===== src/rtl/iqmap_pkg.sv =====
package iqmap_pkg;
  localparam int SAMPLE_W      = 15;
  localparam int WORD_W        = SAMPLE_W + 1;
  localparam int OCT_W         = 8;
  localparam int OCT_PER_WORD  = WORD_W / OCT_W;
  localparam int NUM_WORDS     = 4;
  localparam int NUM_LANES     = 4;
  localparam int FRAME_MAX     = NUM_WORDS * OCT_PER_WORD;
  localparam int IDX_W         = $clog2(FRAME_MAX);
  localparam int WSEL_W        = $clog2(NUM_WORDS);

  typedef enum logic [1:0] {
    MODE_ONE  = 2'd0,
    MODE_TWO  = 2'd1,
    MODE_FOUR = 2'd2,
    MODE_ALT  = 2'd3
  } laneMode_e;

  // strobes from control to datapath
  typedef struct packed {
    logic             load;
    logic             active;
    logic [IDX_W-1:0] octIdx;
    logic [1:0]       lanesLog2;
  } mapStrobe_t;
endpackage


===== src/rtl/iqmap_ctrl.sv =====
module iqmap_ctrl
  import iqmap_pkg::*;
(
  input  logic       clk,
  input  logic       rst_n,
  input  logic       sampleValid,
  input  logic [1:0] laneMode,
  output logic       sampleReady,
  output mapStrobe_t strb
);
  logic             active;
  logic [IDX_W-1:0] octIdx;
  logic [1:0]       lanesLog2;
  logic [1:0]       nextLog2;
  logic [IDX_W-1:0] lastIdx;
  logic             lastOct;
  logic             load;

  always_comb begin
    case (laneMode_e'(laneMode))
      MODE_ONE: nextLog2 = 2'd0;
      MODE_TWO: nextLog2 = 2'd1;
      default:  nextLog2 = 2'd2;
    endcase
  end

  assign lastIdx     = IDX_W'((FRAME_MAX >> lanesLog2) - 1);
  assign lastOct     = active && (octIdx == lastIdx);
  assign sampleReady = !active || lastOct;
  assign load        = sampleValid && sampleReady;

  always_ff @(posedge clk) begin
    if (!rst_n) begin
      active    <= 1'b0;
      octIdx    <= '0;
      lanesLog2 <= 2'd0;
    end else if (load) begin
      active    <= 1'b1;
      octIdx    <= '0;
      lanesLog2 <= nextLog2;
    end else if (lastOct) begin
      active    <= 1'b0;
    end else if (active) begin
      octIdx    <= octIdx + 1'b1;
    end
  end

  assign strb.load      = load;
  assign strb.active    = active;
  assign strb.octIdx    = octIdx;
  assign strb.lanesLog2 = lanesLog2;

  assert_octet_in_range_R8: assert property (@(posedge clk) disable iff (!rst_n)
    active |-> (octIdx <= lastIdx));

  assert_mode_stable_R9: assert property (@(posedge clk) disable iff (!rst_n)
    (active && !lastOct) |=> (active && $stable(lanesLog2)));
endmodule


===== src/rtl/iqmap_datapath.sv =====
module iqmap_datapath
  import iqmap_pkg::*;
(
  input  logic                       clk,
  input  logic                       rst_n,
  input  mapStrobe_t                 strb,
  input  logic [SAMPLE_W-1:0]        aI,
  input  logic [SAMPLE_W-1:0]        aQ,
  input  logic [SAMPLE_W-1:0]        bI,
  input  logic [SAMPLE_W-1:0]        bQ,
  input  logic                       aOvr,
  input  logic                       bOvr,
  output logic [NUM_LANES*OCT_W-1:0] laneData,
  output logic [NUM_LANES-1:0]       laneValid,
  output logic [NUM_LANES-1:0]       laneStart
);
  logic [WORD_W-1:0] words [NUM_WORDS];

  always_ff @(posedge clk) begin
    if (!rst_n) begin
      for (int i = 0; i < NUM_WORDS; i++) words[i] <= '0;
    end else if (strb.load) begin
      words[0] <= {aI, aOvr};
      words[1] <= {aQ, aOvr};
      words[2] <= {bI, bOvr};
      words[3] <= {bQ, bOvr};
    end
  end

  for (genvar g = 0; g < NUM_LANES; g++) begin : gLane
    logic              inUse;
    logic [WSEL_W-1:0] wSel;
    logic [WORD_W-1:0] wSrc;
    logic [OCT_W-1:0]  octet;

    always_comb begin
      inUse = strb.active && (g < (1 << strb.lanesLog2));
      case (strb.lanesLog2)
        2'd0:    wSel = WSEL_W'(strb.octIdx >> 1);
        2'd1:    wSel = WSEL_W'(g * 2) + WSEL_W'(strb.octIdx >> 1);
        default: wSel = WSEL_W'(g);
      endcase
      wSrc  = words[wSel];
      octet = strb.octIdx[0] ? wSrc[OCT_W-1:0] : wSrc[WORD_W-1 -: OCT_W];
    end

    assign laneValid[g]                = inUse;
    assign laneStart[g]                = inUse && (strb.octIdx == '0);
    assign laneData[g*OCT_W +: OCT_W]  = inUse ? octet : '0;
  end

  assert_ovr_in_lsb_R1: assert property (@(posedge clk) disable iff (!rst_n)
    strb.load |=> (words[0][0] == $past(aOvr)) && (words[3][0] == $past(bOvr)));

  assert_start_on_active_R7: assert property (@(posedge clk) disable iff (!rst_n)
    (laneStart != '0) |-> (laneStart == laneValid));
endmodule


===== src/rtl/iq_lane_mapper.sv =====
module iq_lane_mapper
  import iqmap_pkg::*;
(
  input  logic                       clk,
  input  logic                       rst_n,
  input  logic                       sampleValid,
  output logic                       sampleReady,
  input  logic [1:0]                 laneMode,
  input  logic [SAMPLE_W-1:0]        aI,
  input  logic [SAMPLE_W-1:0]        aQ,
  input  logic [SAMPLE_W-1:0]        bI,
  input  logic [SAMPLE_W-1:0]        bQ,
  input  logic                       aOvr,
  input  logic                       bOvr,
  output logic [NUM_LANES*OCT_W-1:0] laneData,
  output logic [NUM_LANES-1:0]       laneValid,
  output logic [NUM_LANES-1:0]       laneStart
);
  mapStrobe_t strb;

  iqmap_ctrl uCtrl (
    .clk         (clk),
    .rst_n       (rst_n),
    .sampleValid (sampleValid),
    .laneMode    (laneMode),
    .sampleReady (sampleReady),
    .strb        (strb)
  );

  iqmap_datapath uData (
    .clk       (clk),
    .rst_n     (rst_n),
    .strb      (strb),
    .aI        (aI),
    .aQ        (aQ),
    .bI        (bI),
    .bQ        (bQ),
    .aOvr      (aOvr),
    .bOvr      (bOvr),
    .laneData  (laneData),
    .laneValid (laneValid),
    .laneStart (laneStart)
  );

  assert_first_octet_after_load_R8: assert property (@(posedge clk) disable iff (!rst_n)
    (sampleValid && sampleReady) |=> (laneStart[0] && laneValid[0]));

  assert_idle_quiet_R6: assert property (@(posedge clk) disable iff (!rst_n)
    (laneValid == '0) |-> (laneData == '0));
endmodule


===== config.mk =====
export PLATFORM = sky130hd
export DESIGN_NAME = iq_lane_mapper
export DESIGN_NICKNAME = d
export VERILOG_FILES = /design/src/rtl/iqmap_pkg.sv /design/src/rtl/iqmap_ctrl.sv /design/src/rtl/iqmap_datapath.sv /design/src/rtl/iq_lane_mapper.sv
export SDC_FILE = /design/constraint.sdc
export NUM_CORES = 1
export LEC_CHECK = 0
export BUFFER_PORTS_ARGS = -buffer_cell sky130_fd_sc_hd__buf_4
export CORE_ASPECT_RATIO = 1.4
export CORE_MARGIN = 2
export CORE_UTILIZATION = 25
export CTS_CLUSTER_DIAMETER = 100
export CTS_CLUSTER_SIZE = 25
export DETAILED_ROUTE_END_ITERATION = 10
export PLACE_DENSITY = 0.4
export SLEW_MARGIN = 20
export SYNTH_ARGS = -nofsm -noshare
export SYNTH_HDL_FRONTEND = slang
export SYNTH_SLANG_ARGS = --single-unit

===== constraint.sdc =====
create_clock -name clk -period 7.6 [get_ports clk]
set_clock_uncertainty 0.05 [all_clocks]
set_input_delay 1.14 -clock clk [delete_from_list [all_inputs] [get_ports clk]]
set_output_delay 1.14 -clock clk [all_outputs]
set_load 0.02 [all_outputs]

==> metrics.md, run 1 <==
| Metric | Value |
|---|---|
| Outcome | complete, no violations |
| Port bufs | between 100 and 150 |
| CTS clk-pin slew, worst paths | 0.06 ns |
| Pwr per Cell Area | 183 nW/um^2 |
| Via density | 5.01 |
| Clock Path Buffers | 2 |
| Syn Inst Count | 523 |
| IO Count | 108 |
| Vias in the first global route | 4288 |
| Ranking of synthesized cells by area | edfxtp_1, nand2_1, and2_1 |
| Total global-route track usage | 0.163 |
| DPL Wire Length | 11.8 mm |
| Asr flop ratio synth | 0 |
| Final nets | approximately 700 |
| Synth warn | 0 |
| Crit Path Class | reg2out |
| Die X-Extent | 120 um |
| Placeable Area | 18500 um^2 |
| Hold path startpoint | uCtrl.lanesLog2[0]$_SDFFE_PN0P_ |
| Yosys reg bits | 68 |
| Static leakage | 2.32 nW |
| Final Wtd Congestion | 0.872 |
| Max FO, Critical Path | 17 |
| CP startpoint kind | flip-flop |
| Starting Density | 0.253 |
| Post-CTS Hold Buffers | 0 |
| Seq/Total Area, Yosys | 0.422 |
| DRT Pass-1 Iters | 5 |
| Reg-to-reg startpoint | uCtrl.octIdx[2]$_SDFFE_PP0P_ |
| Chip Height | approximately 170 um |
| Via count | 4297 |
| Synth cell types | 45 |
| Root buffer cell | clkbuf_16 |
| Final period utilization | 0.609 |
| Slew @ Worst Pin | 1.20 ns |
| Number of cell rows | 59 |
| Diode count | 0 |
| Antenna viol nets, final | 0 |
| Leading area contributor after synthesis | edfxtp_1 |
| WHS | 0.572 ns |
| Clock Latency Late Sink | 0.34 ns |
| Pin count of the biggest net entering global routing | 43 |
| WL/cell | roughly 19 um |
| Synth Cell Area | 4700 um^2 |
| Final setup viols | 0 |
| Crit path DAT | about 3.4 ns |
| RSZ-0062 raised after global routing | false |
| CP max-delay cell | nor2_1 |
| Hold Crit Class | reg2reg |
| First-pass GRT wire length | 24.4 mm |
| Yosys top cell area share | 0.396 |
| Max Slew Vio Count | 0 |
| Grt ovf | 0 |
| Post-CTS sizing | 0 |
| Post-synthesis net count | 594 |
| Clock Sinks | 68 |
| CP cell instances | nand2_1 > ha_1 > nand2b_1 > nor2_1 > o311ai_0 > o21ai_1 > buf_4 |
| Max Clk Rate | 0.216 GHz |
| Avg Synthesized Cell Area | roughly 9 um^2 |
| Worst EP required | 6.41 ns |
| Hold Vio Cnt, Final | 0 |
| Area Growth Syn to Fin | 26.6% |
| Slowest stage delay, CP | 0.82 ns |
| Fill count | 1935 |
| VDD IR-drop max | ~100 uV |
| CTS Buf Count | 9 |
| 1st-iter DRT viols | 430 |
| CTS H-tree depth | 3 |
| Fin crit period | 4.63 ns |
| Post-synth top flop | edfxtp_1 |
| Ratio of cells with drive above 1 in the final layout | 0.253 |
| TNS Setup | 0 ns |
| Drt total wl | 16.2 mm |
| CP startpoint | uCtrl.lanesLog2[1]$_SDFFE_PN0P_ |
| Crit. End Element | primary output |
| Initial antenna violation count | 0 |
| Max cap viols | 0 |
| Worst relative slew slack | 0.200 |
| Setup Fix Bufs, Post-CTS | 0 |
| Crit-path leading delay family | simple AND/OR/NAND/NOR gates |
| Die ar. | 19900 um^2 |
| Post-route DRC | 0 |
| CTS tree | built |
| Worst Path Buf+Inv | 1 |
| Post-synth EDFFs | 62 |
-- cell type report --
cell class                 count  area [um^2]  area share
inverter                      11         41.3     0.00694
clock inverter                 6         65.1      0.0109
multi-input combinational    404         2460       0.414
sequential                    68         1980       0.333
clock buffer                   9          225      0.0379
tap                          244          305      0.0513
timing repair buffer         115          863       0.145
-- final timing paths --
kind | to | slack, ns | cells after the start
max | laneData[31] | 2.97 | 7
min | uCtrl.lanesLog2[0]$_SDFFE_PN0P_ | 0.57 | 2
max reg2reg | uData.words[2][10]$_SDFFCE_PN0P_ | 4.05 | 6
min reg2reg | uCtrl.lanesLog2[0]$_SDFFE_PN0P_ | 0.57 | 2
-- cells by family after synthesis --
kind of cell | after synthesis | synth area share
and+or+nand+nor | 294 | 0.289
AOI/OAI and AO/OA | 84 | 0.136
DFF | 68 | 0.422
buffers and inverters | 51 | 0.0570
muxes | 18 | 0.0759
xor gates and xnor gates | 4 | 0.00906
adders and majority gates | 4 | 0.0107
-- power breakdown --
part	internal, mW	switching [mW]	total, mW	leakage [nW]
combinational	0.0842	0.114	0.198	1.47
clock	0.252	0.166	0.418	0.132
sequential	0.441	0.0320	0.473	0.718
total	0.777	0.312	1.09	2.32
-- routing by layer --
metal | global-route usage | up-vias | part of all wire
met3 | 0.0326 | 26 | 0.061
met1 | 0.183 | 2055 | 0.38
met2 | 0.292 | 188 | 0.53
met5 | 0 | - | 0
met4 | 0.0772 | 0 | 0.030
li1 | - | 2028 | -
-- Yosys cell counts, types with 2 or more instances --
library cell  count
dfxtp_1           6
a31oi_1          12
clkbuf_1         17
mux2i_1           3
o22ai_1           2
a21oi_1          22
a311oi_1          2
buf_1             2
nor3_1            2
nor2_1           13
a31o_2            2
nand3_1          38
buf_6             6
xor2_1            3
buf_2            10
a32o_1           12
inv_1            11
o21ai_0           6
ha_1              4
buf_4             5
and2_1           62
a311o_1          14
nand2b_1          4
nand2_1         163
and3_1            7
edfxtp_1         62
mux4_2           14
o2111ai_1         2
-- flip-flops by register name, summed over array words and instances, names as in the netlist --
register and cells:
uCtrl.active 1, uCtrl.lanesLog2 2, uData.words 62, uCtrl.octIdx 3
-- worst reg2reg max path, cell delays in order (launching register included) --
cell and delay (ns):
dfxtp_1 0.60, nand2b_1 0.49, nor3_1 0.42, o21a_1 0.23, nor2_1 0.10, o21ai_4 0.77, buf_4 0.53
-- per-stage QoR --
stage / instances / area [um^2] / setup WS [ns] / util / total power, mW
after CTS: 857 / 5950 / 3.00 / 0.321 / 1.10
after detailed placement: 842 / 5660 / 3.39 / 0.305 / 0.680
after global placement: 842 / 5650 / 3.52 / 0.305 / 0.677
after global routing: 857 / 5950 / 2.76 / 0.321 / 1.14
after floorplan: 523 / 4700 / 1.15 / - / 0.597
final: 857 / 5950 / 2.97 / 0.321 / 1.09
-- cell usage in the layout (no fill, tap or decap), types with 3 or more instances in the layout --
master / instances
nand2_1: 163
buf_4: 115
and2_1: 62
edfxtp_1: 62
nand3_1: 38
a21oi_1: 22
a311o_1: 14
mux4_2: 14
a31oi_1: 12
a32o_1: 12
inv_1: 11
nor2_1: 11
clkbuf_16: 9
and3_1: 7
dfxtp_1: 6
o21ai_0: 5
nand2b_1: 4
ha_1: 4
xor2_1: 3
mux2i_1: 3
clkinvlp_4: 3
No activity file was read; power rests on OpenSTA's default activity.
==> run 2, diff against run 1 <==
--- a/config.mk
+++ b/config.mk
@@ -12,7 +12,7 @@
 export CTS_CLUSTER_DIAMETER = 100
 export CTS_CLUSTER_SIZE = 25
 export DETAILED_ROUTE_END_ITERATION = 10
-export PLACE_DENSITY = 0.4
+export PLACE_DENSITY = 0.42
 export SLEW_MARGIN = 20
 export SYNTH_ARGS = -nofsm -noshare
 export SYNTH_HDL_FRONTEND = slang
==> constraint.sdc (replaced) <==
create_clock -name clk -period 3.9 [get_ports clk]
set_clock_uncertainty 0.05 [all_clocks]
set_input_delay 0.585 -clock clk [delete_from_list [all_inputs] [get_ports clk]]
set_output_delay 0.585 -clock clk [all_outputs]
set_load 0.02 [all_outputs]
==> run 2 against run 1 <==
Net effect:
- global-route usage increased by 0.15 points
- first-iteration DRC count decreased by 20%
- setup slack got worse by 2.7 ns
- hold slack got worse by 0.10 ns
- sequential power increased by 95%
- highest routed layer unchanged
==> metrics.md, run 2 (synthesis results as in run 1) <==
| Metric | Value |
|---|---|
| Multi-input gate area in the final layout | 2460 um^2 (about the same) |
| Clock Sinks | 68 (unchanged) |
| Cell mode on critical path | nand2_1 |
| Max Slew Vio Count | 0 (unchanged) |
| Top reg by flops | uData.words (unchanged) |
| Number of cell rows | 59 (unchanged) |
| Final Wtd Congestion | 0.818 (was 0.872) |
| CTS clk-pin slew, worst paths | 0.07 ns (was 0.06 ns) |
| Pwr per Cell Area | 366 nW/um^2 (was 183 nW/um^2) |
| Crit-path leading delay family | simple AND/OR/NAND/NOR gates (unchanged) |
| Hold Vio Cnt, Final | 0 (unchanged) |
| Drt total wl | 16.5 mm (was 16.2 mm) |
| Register Area | 1980 um^2 (unchanged) |
| Outcome | complete, no violations (unchanged) |
| Crit. End Element | primary output (unchanged) |
| Final setup viols | 0 (unchanged) |
| Post-CTS sizing | 0 (unchanged) |
| CTS Buf Count | 9 (unchanged) |
| Final nets | 688 (was 680) |
| WHS | 0.469 ns (was 0.572 ns) |
| Post-route cell area | 6050 um^2 (was 5950 um^2) |
| Most frequent cells in the layout | nand2_1, buf_4, and2_1, edfxtp_1, nand3_1 (unchanged) |
| Initial antenna violation count | 0 (unchanged) |
| Clock Path Buffers | 2 (unchanged) |
| CP startpoint | uCtrl.lanesLog2[1]$_SDFFE_PN0P_ (unchanged) |
| Max cap viols | 0 (unchanged) |
| Fill count | 1929 (was 1935) |
| Diode count | 0 (unchanged) |
| RSZ-0062 raised after global routing | false (unchanged) |
| CP cell instances | nand2_1 > ha_1 > nand2b_1 > inv_1 > nand2_1 > a31oi_1 > a32o_1 > buf_4 (was nand2_1 > ha_1 > nand2b_1 > nor2_1 > o311ai_0 > o21ai_1 > buf_4) |
| Worst flop-to-flop path endpoint | uData.words[3][7]$_SDFFCE_PN0P_ (was uData.words[2][10]$_SDFFCE_PN0P_) |
| Via count | 4341 (was 4297) |
| First-pass GRT wire length | 24.9 mm (was 24.4 mm) |
| DPL Wire Length | 11.9 mm (was 11.8 mm) |
| Pin count of the biggest net entering global routing | 32 (was 43) |
| Slowest stage delay, CP | 0.66 ns (was 0.82 ns) |
| Clock Latency Late Sink | 0.34 ns (about the same) |
| Crit path DAT | 2.97 ns (was 3.44 ns) |
| Antenna viol nets, final | 0 (unchanged) |
| R2r setup slk | 0.84 ns (was 4.05 ns) |
| Worst R2R Path Depth | 6 (unchanged) |
| Die ar. | 19900 um^2 (unchanged) |
| Largest registers | uData.words: 62 flops, uCtrl.octIdx: 3 flops, uCtrl.lanesLog2: 2 flops (unchanged) |
| WL/cell | 19.0 um (was 18.9 um) |
| Starting Density | 0.253 (unchanged) |
| CP startpoint kind | flip-flop (unchanged) |
| Reg-to-reg startpoint | uCtrl.octIdx[2]$_SDFFE_PP0P_ (unchanged) |
| CP max-delay cell | dfxtp_1 (was nor2_1) |
| Worst Path Buf+Inv | 2 (was 1) |
| Largest register FFs | 62 (unchanged) |
| Vias in the first global route | 4361 (was 4288) |
| CTS tree | built (unchanged) |
| Worst relative slew slack | 0.409 (was 0.200) |
| Root buffer cell | clkbuf_16 (unchanged) |
| Commonest non-fill, non-tap cell in the layout | nand2_1 (unchanged) |
| Total global-route track usage | 0.164 (was 0.163) |
| Setup Fix Bufs, Post-CTS | 0 (unchanged) |
| Area Growth Syn to Fin | 28.9% (was 26.6%) |
| Via density | 5.01 (about the same) |
| Max FO, Critical Path | 17 (unchanged) |
| Post-CTS Hold Buffers | 0 (unchanged) |
| VDD IR-drop max | 212 uV (was 97.8 uV) |
| WP depth | 8 (was 7) |
| TNS Setup | 0 ns (unchanged) |
| Fin crit period | 3.60 ns |
| Grt ovf | 0 (unchanged) |
| Crit path to | laneData[25] (was laneData[31]) |
| DRT Pass-1 Iters | 5 (unchanged) |
| Final period utilization | 0.924 |
| Hold Crit Class | in2reg (was reg2reg) |
| Fin util | 0.327 (was 0.321) |
| IO Count | 108 (unchanged) |
| Die X-Extent | 120 um (unchanged) |
| Placed cell areas | 5740 um^2 (was 5660 um^2) |
| 1st-iter DRT viols | 344 (was 430) |
| Placeable Area | 18500 um^2 (unchanged) |
| Port bufs | 107 (unchanged) |
| Max Clk Rate | 0.277 GHz |
| Slew @ Worst Pin | 0.884 ns (was 1.20 ns) |
| CTS H-tree depth | 3 (unchanged) |
| Ratio of cells with drive above 1 in the final layout | 0.260 (was 0.253) |
| Crit Path Class | reg2out (unchanged) |
| Worst EP required | 3.26 ns (was 6.41 ns) |
| Chip Height | 166 um (unchanged) |
| Post-route DRC | 0 (unchanged) |
| Static leakage | 2.39 nW (was 2.32 nW) |
## run 2: cell type report
class,instances,area share
repair buffers,123,0.157
clock buffers,10,0.0378
multi-input cells,404,0.406
inverters,11,0.00682
well taps,244,0.0504
flip-flops and latches,68,0.327
clock inverters,6,0.0145
## run 2: worst min-delay path by stage
stage | from | end | slack (ns) | cells after the start
6_report | aQ[14] | uData.words[1][15]$_SDFFCE_PN0P_ | 0.47 | 2
5_1_grt | bQ[3] | uData.words[3][4]$_SDFFCE_PN0P_ | 0.48 | 2
4_1_cts | aQ[3] | uData.words[1][4]$_SDFFCE_PN0P_ | 0.47 | 2
3_5_place_dp | uCtrl.active$_SDFFE_PN0P_ | uCtrl.octIdx[2]$_SDFFE_PP0P_ | 0.57 | 2
3_3_place_gp | uCtrl.active$_SDFFE_PN0P_ | uCtrl.octIdx[2]$_SDFFE_PP0P_ | 0.56 | 2
2_1_floorplan | uCtrl.lanesLog2[0]$_SDFFE_PN0P_ | uCtrl.lanesLog2[0]$_SDFFE_PN0P_ | 0.55 | 3
## run 2: worst reg2reg max path, cell delays in order (launching register included)
cell,delay (ns)
dfxtp_1,0.59
nand2b_1,0.50
nor3_1,0.40
o21a_1,0.23
nor2_1,0.10
o21ai_4,0.59
buf_12,0.28
## run 2: report_power, final
| group | switching (mW) | total (mW) | internal [mW] |
|---|---|---|---|
| Sequential | 0.0619 | 0.921 | 0.859 |
| Clock | 0.336 | 0.897 | 0.561 |
| Combinational | 0.225 | 0.397 | 0.173 |
| Total | 0.623 | 2.21 | 1.59 |
## run 2: through the flow
step                total power, mW  setup slack, ns  cells
global placement               1.33            0.809    850
CTS                            2.23            0.314    866
global route                   2.30           0.0559    866
finish                         2.21            0.296    866
floorplan                      1.16            0.314    523
detailed placement             1.33            0.691    850
## run 2: metal layers
metal,GRT usage,wire (um),vias to the layer above
met2,0.294,8480,197
met3,0.0234,853,43
met5,0,0,-
met1,0.191,6500,2057
met4,0.0793,641,0
li1,-,-,2044
